**config.mk**
```make
export PLATFORM = sky130hd
export DESIGN_NAME = data_tenure_gate
export DESIGN_NICKNAME = d
export VERILOG_FILES = /design/src/rtl/dtg_pkg.sv /design/src/rtl/dtg_pend_fifo.sv /design/src/rtl/dtg_busy_timer.sv /design/src/rtl/dtg_qualify.sv /design/src/rtl/data_tenure_gate.sv
export SDC_FILE = /design/constraint.sdc
export NUM_CORES = 1
export LEC_CHECK = 0
export BUFFER_PORTS_ARGS = -buffer_cell sky130_fd_sc_hd__buf_4
export CAP_MARGIN = 10
export CORE_MARGIN = 2
export CORE_UTILIZATION = 38
export CTS_CLUSTER_DIAMETER = 150
export DETAILED_ROUTE_END_ITERATION = 10
export GPL_TIMING_DRIVEN = 0
export PLACE_DENSITY_LB_ADDON = 0.3
export SLEW_MARGIN = 10
export SYNTH_ARGS = -nofsm -noshare
export SYNTH_HDL_FRONTEND = slang
export SYNTH_SLANG_ARGS = --single-unit
```
**constraint.sdc**
```tcl
create_clock -name clk -period 2.81 [get_ports clk]
set_input_delay 0.281 -clock clk [delete_from_list [all_inputs] [get_ports clk]]
set_output_delay 0.281 -clock clk [all_outputs]
set_load 0.02 [all_outputs]
```
**src/rtl/dtg_pkg.sv**
```systemverilog
`timescale 1ns/1ps
package dtg_pkg;

    // One queued data tenure: only its length has to be remembered.
    typedef struct packed {
        logic long_burst;
    } dtg_entry_t;

    // Decision taken for the oldest queued tenure in a cycle.
    typedef enum logic [1:0] {
        DQ_IDLE = 2'd0,   // nothing queued
        DQ_HOLD = 2'd1,   // queued, grant not valid
        DQ_DROP = 2'd2,   // retried: discard oldest entry
        DQ_GO   = 2'd3    // valid grant: start tenure
    } dq_act_t;

    function automatic int unsigned tenure_beats(input logic long_b,
                                                 input int unsigned short_n,
                                                 input int unsigned long_n);
        return long_b ? long_n : short_n;
    endfunction

endpackage

```
**src/rtl/dtg_pend_fifo.sv**
```systemverilog
`timescale 1ns/1ps
module dtg_pend_fifo
    import dtg_pkg::*;
#(
    parameter int DEPTH = 2
) (
    input  logic       clk,
    input  logic       rst,
    input  logic       flush,
    input  logic       push,
    input  dtg_entry_t push_data,
    input  logic       pop,
    output logic       head_valid,
    output dtg_entry_t head_data
);
    localparam int PTR_W = (DEPTH > 1) ? $clog2(DEPTH) : 1;
    localparam int CNT_W = $clog2(DEPTH + 1);

    dtg_entry_t         mem [DEPTH];
    logic [PTR_W-1:0]   wr_ptr;
    logic [PTR_W-1:0]   rd_ptr;
    logic [CNT_W-1:0]   count;
    logic               full;
    logic               push_ok;
    logic               pop_ok;

    assign full       = (count == CNT_W'(DEPTH));
    assign head_valid = (count != '0);
    assign head_data  = mem[rd_ptr];
    assign pop_ok     = pop && head_valid;
    assign push_ok    = push && (!full || pop_ok);

    function automatic logic [PTR_W-1:0] ptr_next(input logic [PTR_W-1:0] p);
        return (p == PTR_W'(DEPTH - 1)) ? '0 : p + 1'b1;
    endfunction

    for (genvar i = 0; i < DEPTH; i++) begin : g_slot
        always_ff @(posedge clk) begin
            if (rst) begin
                mem[i] <= '0;
            end else if (push_ok && !flush && wr_ptr == PTR_W'(i)) begin
                mem[i] <= push_data;
            end
        end
    end

    always_ff @(posedge clk) begin
        if (rst || flush) begin
            wr_ptr <= '0;
            rd_ptr <= '0;
            count  <= '0;
        end else begin
            if (push_ok) wr_ptr <= ptr_next(wr_ptr);
            if (pop_ok)  rd_ptr <= ptr_next(rd_ptr);
            case ({push_ok, pop_ok})
                2'b10:   count <= count + 1'b1;
                2'b01:   count <= count - 1'b1;
                default: count <= count;
            endcase
        end
    end

endmodule

```
**src/rtl/dtg_busy_timer.sv**
```systemverilog
`timescale 1ns/1ps
module dtg_busy_timer #(
    parameter int CNT_W = 3
) (
    input  logic             clk,
    input  logic             rst,
    input  logic             load,
    input  logic [CNT_W-1:0] load_val,
    output logic             busy
);
    logic [CNT_W-1:0] remain;

    always_ff @(posedge clk) begin
        if (rst) begin
            remain <= '0;
        end else if (load) begin
            remain <= load_val;
        end else if (remain != '0) begin
            remain <= remain - 1'b1;
        end
    end

    assign busy = (remain != '0);

endmodule

```
**src/rtl/dtg_qualify.sv**
```systemverilog
`timescale 1ns/1ps
module dtg_qualify
    import dtg_pkg::*;
(
    input  logic    head_valid,
    input  logic    internal_only,
    input  logic    grant_in,
    input  logic    busy_in,
    input  logic    busy_own,
    input  logic    retry_in,
    output dq_act_t act
);
    always_comb begin
        if (!head_valid || internal_only) begin
            act = DQ_IDLE;
        end else if (retry_in) begin
            act = DQ_DROP;
        end else if (grant_in && !busy_in && !busy_own) begin
            act = DQ_GO;
        end else begin
            act = DQ_HOLD;
        end
    end

endmodule

```
**src/rtl/data_tenure_gate.sv**
```systemverilog
`timescale 1ns/1ps
module data_tenure_gate
    import dtg_pkg::*;
#(
    parameter int DEPTH       = 2,
    parameter int SHORT_BEATS = 1,
    parameter int LONG_BEATS  = 4
) (
    input  logic clk,
    input  logic rst,
    input  logic internal_only,
    input  logic xfer_start,
    input  logic addr_only,
    input  logic long_burst,
    input  logic grant_in,
    input  logic busy_in,
    input  logic retry_in,
    output logic tenure_start,
    output logic busy_out
);
    localparam int MAX_BEATS = (LONG_BEATS > SHORT_BEATS) ? LONG_BEATS : SHORT_BEATS;
    localparam int CNT_W     = $clog2(MAX_BEATS + 1);

    dtg_entry_t       push_data;
    dtg_entry_t       head_data;
    logic             head_valid;
    logic             push;
    logic             pop;
    logic             own_busy;
    logic [CNT_W-1:0] beats;
    dq_act_t          act;

    assign push                 = xfer_start && !addr_only && !internal_only;
    assign push_data.long_burst = long_burst;
    assign pop                  = (act == DQ_GO) || (act == DQ_DROP);
    assign beats = CNT_W'(tenure_beats(head_data.long_burst, SHORT_BEATS, LONG_BEATS));

    dtg_pend_fifo #(.DEPTH(DEPTH)) u_fifo (
        .clk        (clk),
        .rst        (rst),
        .flush      (internal_only),
        .push       (push),
        .push_data  (push_data),
        .pop        (pop),
        .head_valid (head_valid),
        .head_data  (head_data)
    );

    dtg_qualify u_qual (
        .head_valid    (head_valid),
        .internal_only (internal_only),
        .grant_in      (grant_in),
        .busy_in       (busy_in),
        .busy_own      (own_busy),
        .retry_in      (retry_in),
        .act           (act)
    );

    dtg_busy_timer #(.CNT_W(CNT_W)) u_timer (
        .clk      (clk),
        .rst      (rst),
        .load     (act == DQ_GO),
        .load_val (beats),
        .busy     (own_busy)
    );

    assign tenure_start = (act == DQ_GO);
    assign busy_out     = own_busy;

endmodule

```
# Word level (Yosys, flattened, before mapping)

Memory sizes are Yosys's and may differ from the RTL's. A register that Yosys moved wholly into a read port is not among the register bits.
Index checks and enable logic that the tools add are counted.

Eq/ne operators: 5
Muxes and demuxes: 21
Reduce and logical (&&, ||, !) cells: 23
Bitwise operators: 3
Add/sub/neg operators: 5

Operator list:

| operator              | number |
|---|---|
| $mux W1               | 14 |
| $logic_and A1 B1 Y1   | 9 |
| $mux W3               | 3 |
| $eq A2 B2 Y1 const B  | 4 |
| $logic_not A1 Y1      | 6 |
| $mux W2               | 3 |
| $reduce_bool A2 Y1    | 3 |
| $logic_or A1 B1 Y1    | 4 |
| $pmux W2 S2           | 1 |
| $reduce_bool A3 Y1    | 1 |
| $sub A3 B1 Y3 const B | 1 |
| $add A1 B1 Y1 const B | 2 |
| $add A2 B1 Y2 const B | 1 |
| $eq A2 B1 Y1 const B  | 1 |
| $or A1 B1 Y1          | 2 |
| $sub A2 B1 Y2 const B | 1 |
| $not A1 Y1            | 1 |

Word-level logic and storage cells: 62
Bits of input ports: 9
Output and inout port bits: 2
Flip-flop bits (word level): 7
Memories: 1
Bits in writable memories: 2

Memory list:

| name       | depth | bits a word | rd ports | clocked after Yosys merged registers in | write ports | RTL line            | text |
|---|---|---|---|---|---|---|---|
| u_fifo.mem | 2     | 1           | 1        | 1                                       | 2           | dtg_pend_fifo.sv:19 | `dtg_entry_t mem [DEPTH];` |

# Longest topological paths before layout

Word-level depth: 17
Depth in mapped cells: 10
Depth with buffers taken out: 10

# Cells and area by module

A second synthesis with hierarchy kept.

Cell total of the unflattened synthesis: 65
Area, all modules: 606.8 sq um

By module, submodules not included:

| module           | sequential area each (sq um) | instances | cells each | area an instance (sq um) |
|---|---|---|---|---|
| dtg_pend_fifo    | 160.2                        | 1         | 34         | 346.6 |
| dtg_busy_timer   | 60.1                         | 1         | 21         | 202.7 |
| data_tenure_gate | 0.0                          | 1         | 5          | 30.0 |
| dtg_qualify      | 0.0                          | 1         | 5          | 27.5 |

# Worst setup path before layout

Ideal clock, no wire load.

Kind: register to register
Start: register u_timer.remain[0]
End: register u_fifo.count[1]
Required time: 2.680 ns
Period minus slack after synthesis: 1.743 ns
Buffers on the path: 0
Stages on the path, launching flop included: 9
Setup time: 0.130 ns
Arrival: 1.614 ns
Setup slack: 1.067 ns
Cells stage by stage: dfxtp_1 -> inv_1 -> ha_1 -> and4bb_4 -> o211ai_2 -> ha_1 -> nor2_1 -> xnor2_1 -> nor3_1

Word-level cells in the longest chain between the ends: 13
Elaborated cells on any way between the ends: 16
Those cells by class: eq/ne (4); mux (4); reduce/logical (8)

RTL lines:

| what                                                     | RTL line               | text |
|---|---|---|
| start, declared                                          | dtg_busy_timer.sv:11   | `logic [CNT_W-1:0] remain;` |
| start signal, assigned                                   | dtg_busy_timer.sv:17   | `remain <= load_val;` |
| start signal, assigned                                   | dtg_busy_timer.sv:19   | `remain <= remain - 1'b1;` |
| $reduce_bool A3 Y1 (*)                                   | dtg_busy_timer.sv:23   | `assign busy = (remain != '0);` |
| $logic_not A1 Y1 (*)                                     | dtg_qualify.sv:18      | `end else if (grant_in && !busy_in && !busy_own) begin` |
| $logic_and A1 B1 Y1 (*)                                  | dtg_qualify.sv:18      |  |
| $mux W2 (*)                                              | dtg_qualify.sv:18      |  |
| $mux W2 (*)                                              | dtg_qualify.sv:16      | `end else if (retry_in) begin` |
| $mux W2 (*)                                              | dtg_qualify.sv:14      | `if (!head_valid \|\| internal_only) begin` |
| $eq A2 B2 Y1                                             | data_tenure_gate.sv:35 | `assign pop = (act == DQ_GO) \|\| (act == DQ_DROP);` |
| $logic_or A1 B1 Y1 (*)                                   | data_tenure_gate.sv:35 |  |
| $logic_and A1 B1 Y1 (*)                                  | dtg_pend_fifo.sv:30    | `assign pop_ok = pop && head_valid;` |
| $logic_or A1 B1 Y1                                       | dtg_pend_fifo.sv:31    | `assign push_ok = push && (!full \|\| pop_ok);` |
| $logic_and A1 B1 Y1                                      | dtg_pend_fifo.sv:31    |  |
| $eq A2 B1 Y1 / $eq A2 B2 Y1 (equally long branches)      | dtg_pend_fifo.sv:55    | `case ({push_ok, pop_ok})` |
| $pmux W2 S2 / $reduce_bool A2 Y1 (equally long branches) | n/a                    |  |
| end signal, assigned                                     | dtg_pend_fifo.sv:56    | `2'b10: count <= count + 1'b1;` |
| end signal, assigned                                     | dtg_pend_fifo.sv:57    | `2'b01: count <= count - 1'b1;` |
| end signal, assigned                                     | dtg_pend_fifo.sv:58    | `default: count <= count;` |
| end, declared                                            | dtg_pend_fifo.sv:22    | `logic [CNT_W-1:0] count;` |

Every way passes the cells marked *; elsewhere a longest branch is shown, timed or not.
A chain may end at the register's enable or synchronous reset.

# Worst setup path after layout

Start: register u_timer.remain[0]
End: output tenure_start

Word-level cells in the longest chain between the ends: 7

RTL lines:

| what                | RTL line               | text |
|---|---|---|
| $reduce_bool A3 Y1  | dtg_busy_timer.sv:23   |  |
| $logic_not A1 Y1    | dtg_qualify.sv:18      |  |
| $logic_and A1 B1 Y1 | dtg_qualify.sv:18      |  |
| $mux W2             | dtg_qualify.sv:18      |  |
| $mux W2             | dtg_qualify.sv:16      |  |
| $mux W2             | dtg_qualify.sv:14      |  |
| $eq A2 B2 Y1        | data_tenure_gate.sv:67 | `assign tenure_start = (act == DQ_GO);` |
| end, declared       | data_tenure_gate.sv:18 | `output logic tenure_start,` |

Every way passes these cells.

==> impl_metrics.py <==
metrics = {
    "layout": {
        "final_area_um2": 663,
        "fillCellCount": 145,
        "stdcell_count": 83,
        "antennaDiodeCount": 0,
        "syn2layout_area_growth_pct": 20.5,
        "multi_input_area_um2": 307,
        "seqCellArea_um2": 220,
        "layout.nets": 81,
        "drive_gt1_frac": 0.235,
    },
    "power": {
        "leakage_nw": 0.267,
        "pwr_density_cell_nw_per_um2": 694,
        "ir_worst_vdd_mv": 0.496,
    },
    "synth": {
        "synth_top_area_share": 0.291,
        "syn_nets": 67,
        "synth.avg_cell_area_um2": 10.0,
        "ys_top_cells_by_count": "dfxtp_1, nor2_1, nor3_1",
        "synthFlopType": "dfxtp_1",
        "synthTopCellsByArea": "dfxtp_1, edfxtp_1, ha_1",
        "ys_seq_area_frac": 0.400,
        "syn-cell-area_um2": 551,
        "yosys_warnings": 0,
        "synth_edf_count": 2,
        "synth_area_leader_cell": "dfxtp_1",
        "synth-seq-cells": 10,
        "synth.most_common_cell": "dfxtp_1",
        "synth_cells": 55,
        "synthDistinctLibCells": 24,
        "async_flop_share": 0,
    },
    "cts": {
        "clk_pin_slew_ps": 70,
        "cts.sinks": 10,
        "cts_hold_buf": 0,
        "tritoncts": "yes",
        "post-cts-setup-buffers": 0,
        "cts-root-buf": "clkbuf_4",
        "clkLatencyLatePin_ps": 260,
        "clk_path_buf_depth": 2,
        "htreeDepth": 1,
        "cts_made_buffers": 3,
        "post_cts_resized": 0,
    },
    "worst_setup_path": {
        "start_kind": "register",
        "cp.required_ps": 2530,
        "path_max_fanout": 5,
        "path_cells": "inv_1, ha_1, and4bb_4, nor4b_4, buf_4",
        "crit_start": "u_timer.remain[0]$_SDFFE_PP0P_",
        "cp-end-kind": "output pin",
        "arrival_ps": 1650,
        "crit_type": "reg -> out",
        "slowest_stage": "nor4b_4",
        "worstReg2RegStart": "u_timer.remain[0]$_SDFFE_PP0P_",
        "cpPeakStageDelay_ps": 330,
        "reg2reg_slack_ps": 960,
    },
    "placement": {
        "hpwl_um": 722,
        "place.gp.congestion": 0.701,
        "dp_cells": 79,
        "placed_cell_area_um2": 637,
        "portBuffers": 9,
    },
    "global_route": {
        "gr-total-overflow": 0,
        "grtUsageMet1": 0.132,
        "grt_pass1_vias": 391,
        "grt-busiest-layer": "met2",
        "use_met3": 0.0647,
        "grt_max_degree": 11,
        "antenna_found_initial": 0,
        "met2_usage": 0.209,
        "grt.total_usage": 0.120,
        "grt_pass1_wl_um": 1600,
    },
    "route": {
        "viasPerCell": 5.07,
        "antenna_left": 0,
        "drcViolationCount": 0,
        "drt_iter0_drc": 2,
        "wl_um": 898,
        "wl_per_cell_um": 10.8,
        "drt-pass1-iter-count": 2,
        "vias": 421,
    },
    "flow_run": {
        "maxCapViolations": 0,
    },
    "sta": {
        "period_minus_slack_ps": 1930,
        "relSlewSlack": 0.732,
        "setup_viol": 0,
        "slew_violations": 0,
        "clock.fmax_mhz": 519,
        "tns_ps": 0,
        "finalHoldViolCount": 0,
        "fin_skew_ps": 11.8,
        "hold_slack_ps": 307,
        "period_share": 0.686,
        "worst_pin_slew_ps": 402,
        "rsz0062_at_grt": "false",
    },
    "die": {
        "core.rowCount": 13,
        "core_area_um2": 1330,
        "start_util": 0.413,
        "ios": 11,
        "die_y_um": 42.1,
        "die_w_um": 42.1,
        "die_area_um2": 1770,
    },
    "min_path": {
        "hp-class": "in -> reg",
        "min-delay-start": "rst",
    },
    "status": {
        "status": "completed",
    },
}
where the power goes:
group	total, mW	switching, mW	internal (mW)
registers	0.178	0.0120	0.166
logic	0.181	0.0926	0.0883
clock network	0.101	0.0464	0.0546
kinds of logic after synthesis:
logic type,count (synthesis),share of synthesized area
and+or+nand+nor,21,0.259
DFF,10,0.400
adders and majority gates,3,0.0682
AOI/OAI and AO/OA,7,0.0977
xor gates and xnor gates,6,0.0955
buffers and inverters,6,0.0432
muxes,2,0.0364
registers in the layout, indices dropped and copies added, names as in the netlist, named ones only:
register and count:
u_fifo.count 2, u_fifo.mem 2, u_fifo.rd_ptr 1, u_fifo.wr_ptr 1, u_timer.remain 3
routing by layer:
| layer | up-vias | wire length [µm] |
|---|---|---|
| li1 | 220 | - |
| met1 | 191 | 401 |
| met2 | 10 | 445 |
| met3 | 0 | 51 |
| met4 | 0 | 0 |
| met5 | - | 0 |
critical path, delay by kind of cell, from the launching register on:
| family | cells | cell delay, ps |
|---|---|---|
| simple gates | 2 | 600 |
| buf+inv | 2 | 290 |
| flops | 1 | 320 |
| fa+ha+maj | 1 | 190 |
layout make-up:
| cell class | instances | area share |
|---|---|---|
| Buffer | 2 | 0.0132 |
| Clock buffer | 4 | 0.0396 |
| Inverter | 4 | 0.0226 |
| Multi-Input combinational cell | 39 | 0.462 |
| Sequential cell | 10 | 0.332 |
| Tap cell | 15 | 0.0283 |
| Timing Repair Buffer | 9 | 0.102 |
stage by stage:
step | worst slack (ps) | total power [mW] | utilization
after CTS | 851 | 0.466 | 0.497
after detailed placement | 931 | 0.365 | 0.477
after floorplan | 1070 | 0.314 | -
final | 883 | 0.460 | 0.497
after global routing | 703 | 0.500 | 0.497
after global placement | 940 | 0.356 | 0.477
worst paths after layout:
check | endpoint | cells after the start
worst max-delay path | tenure_start | 5
worst max register to register | u_fifo.count[1]$_SDFFE_PP0P_ | 8
worst min-delay path | u_fifo.mem[0]$_DFFE_PP_ | 2
worst min register to register | u_timer.remain[1]$_SDFFE_PP0P_ | 2
placed cells by master, fill, tap and decap left out, drive strengths merged:
master	netlist	routed
and2b	1	1
o22ai	1	1
edfxtp	2	2
xnor2	3	3
and4bb	1	1
clkbuf	1	5
and4b	1	1
ha	3	3
a211oi	2	2
buf	1	10
or3b	1	1
dfxtp	8	8
a21o	1	1
a21oi	1	1
nor4b	2	2
nor2	7	7
nor2b	1	1
xor2	3	3
mux2i	2	2
nor3	7	7
inv	4	4
o211ai	1	1
o21bai	1	1
Note: power is estimated with default switching activity, not from simulation.
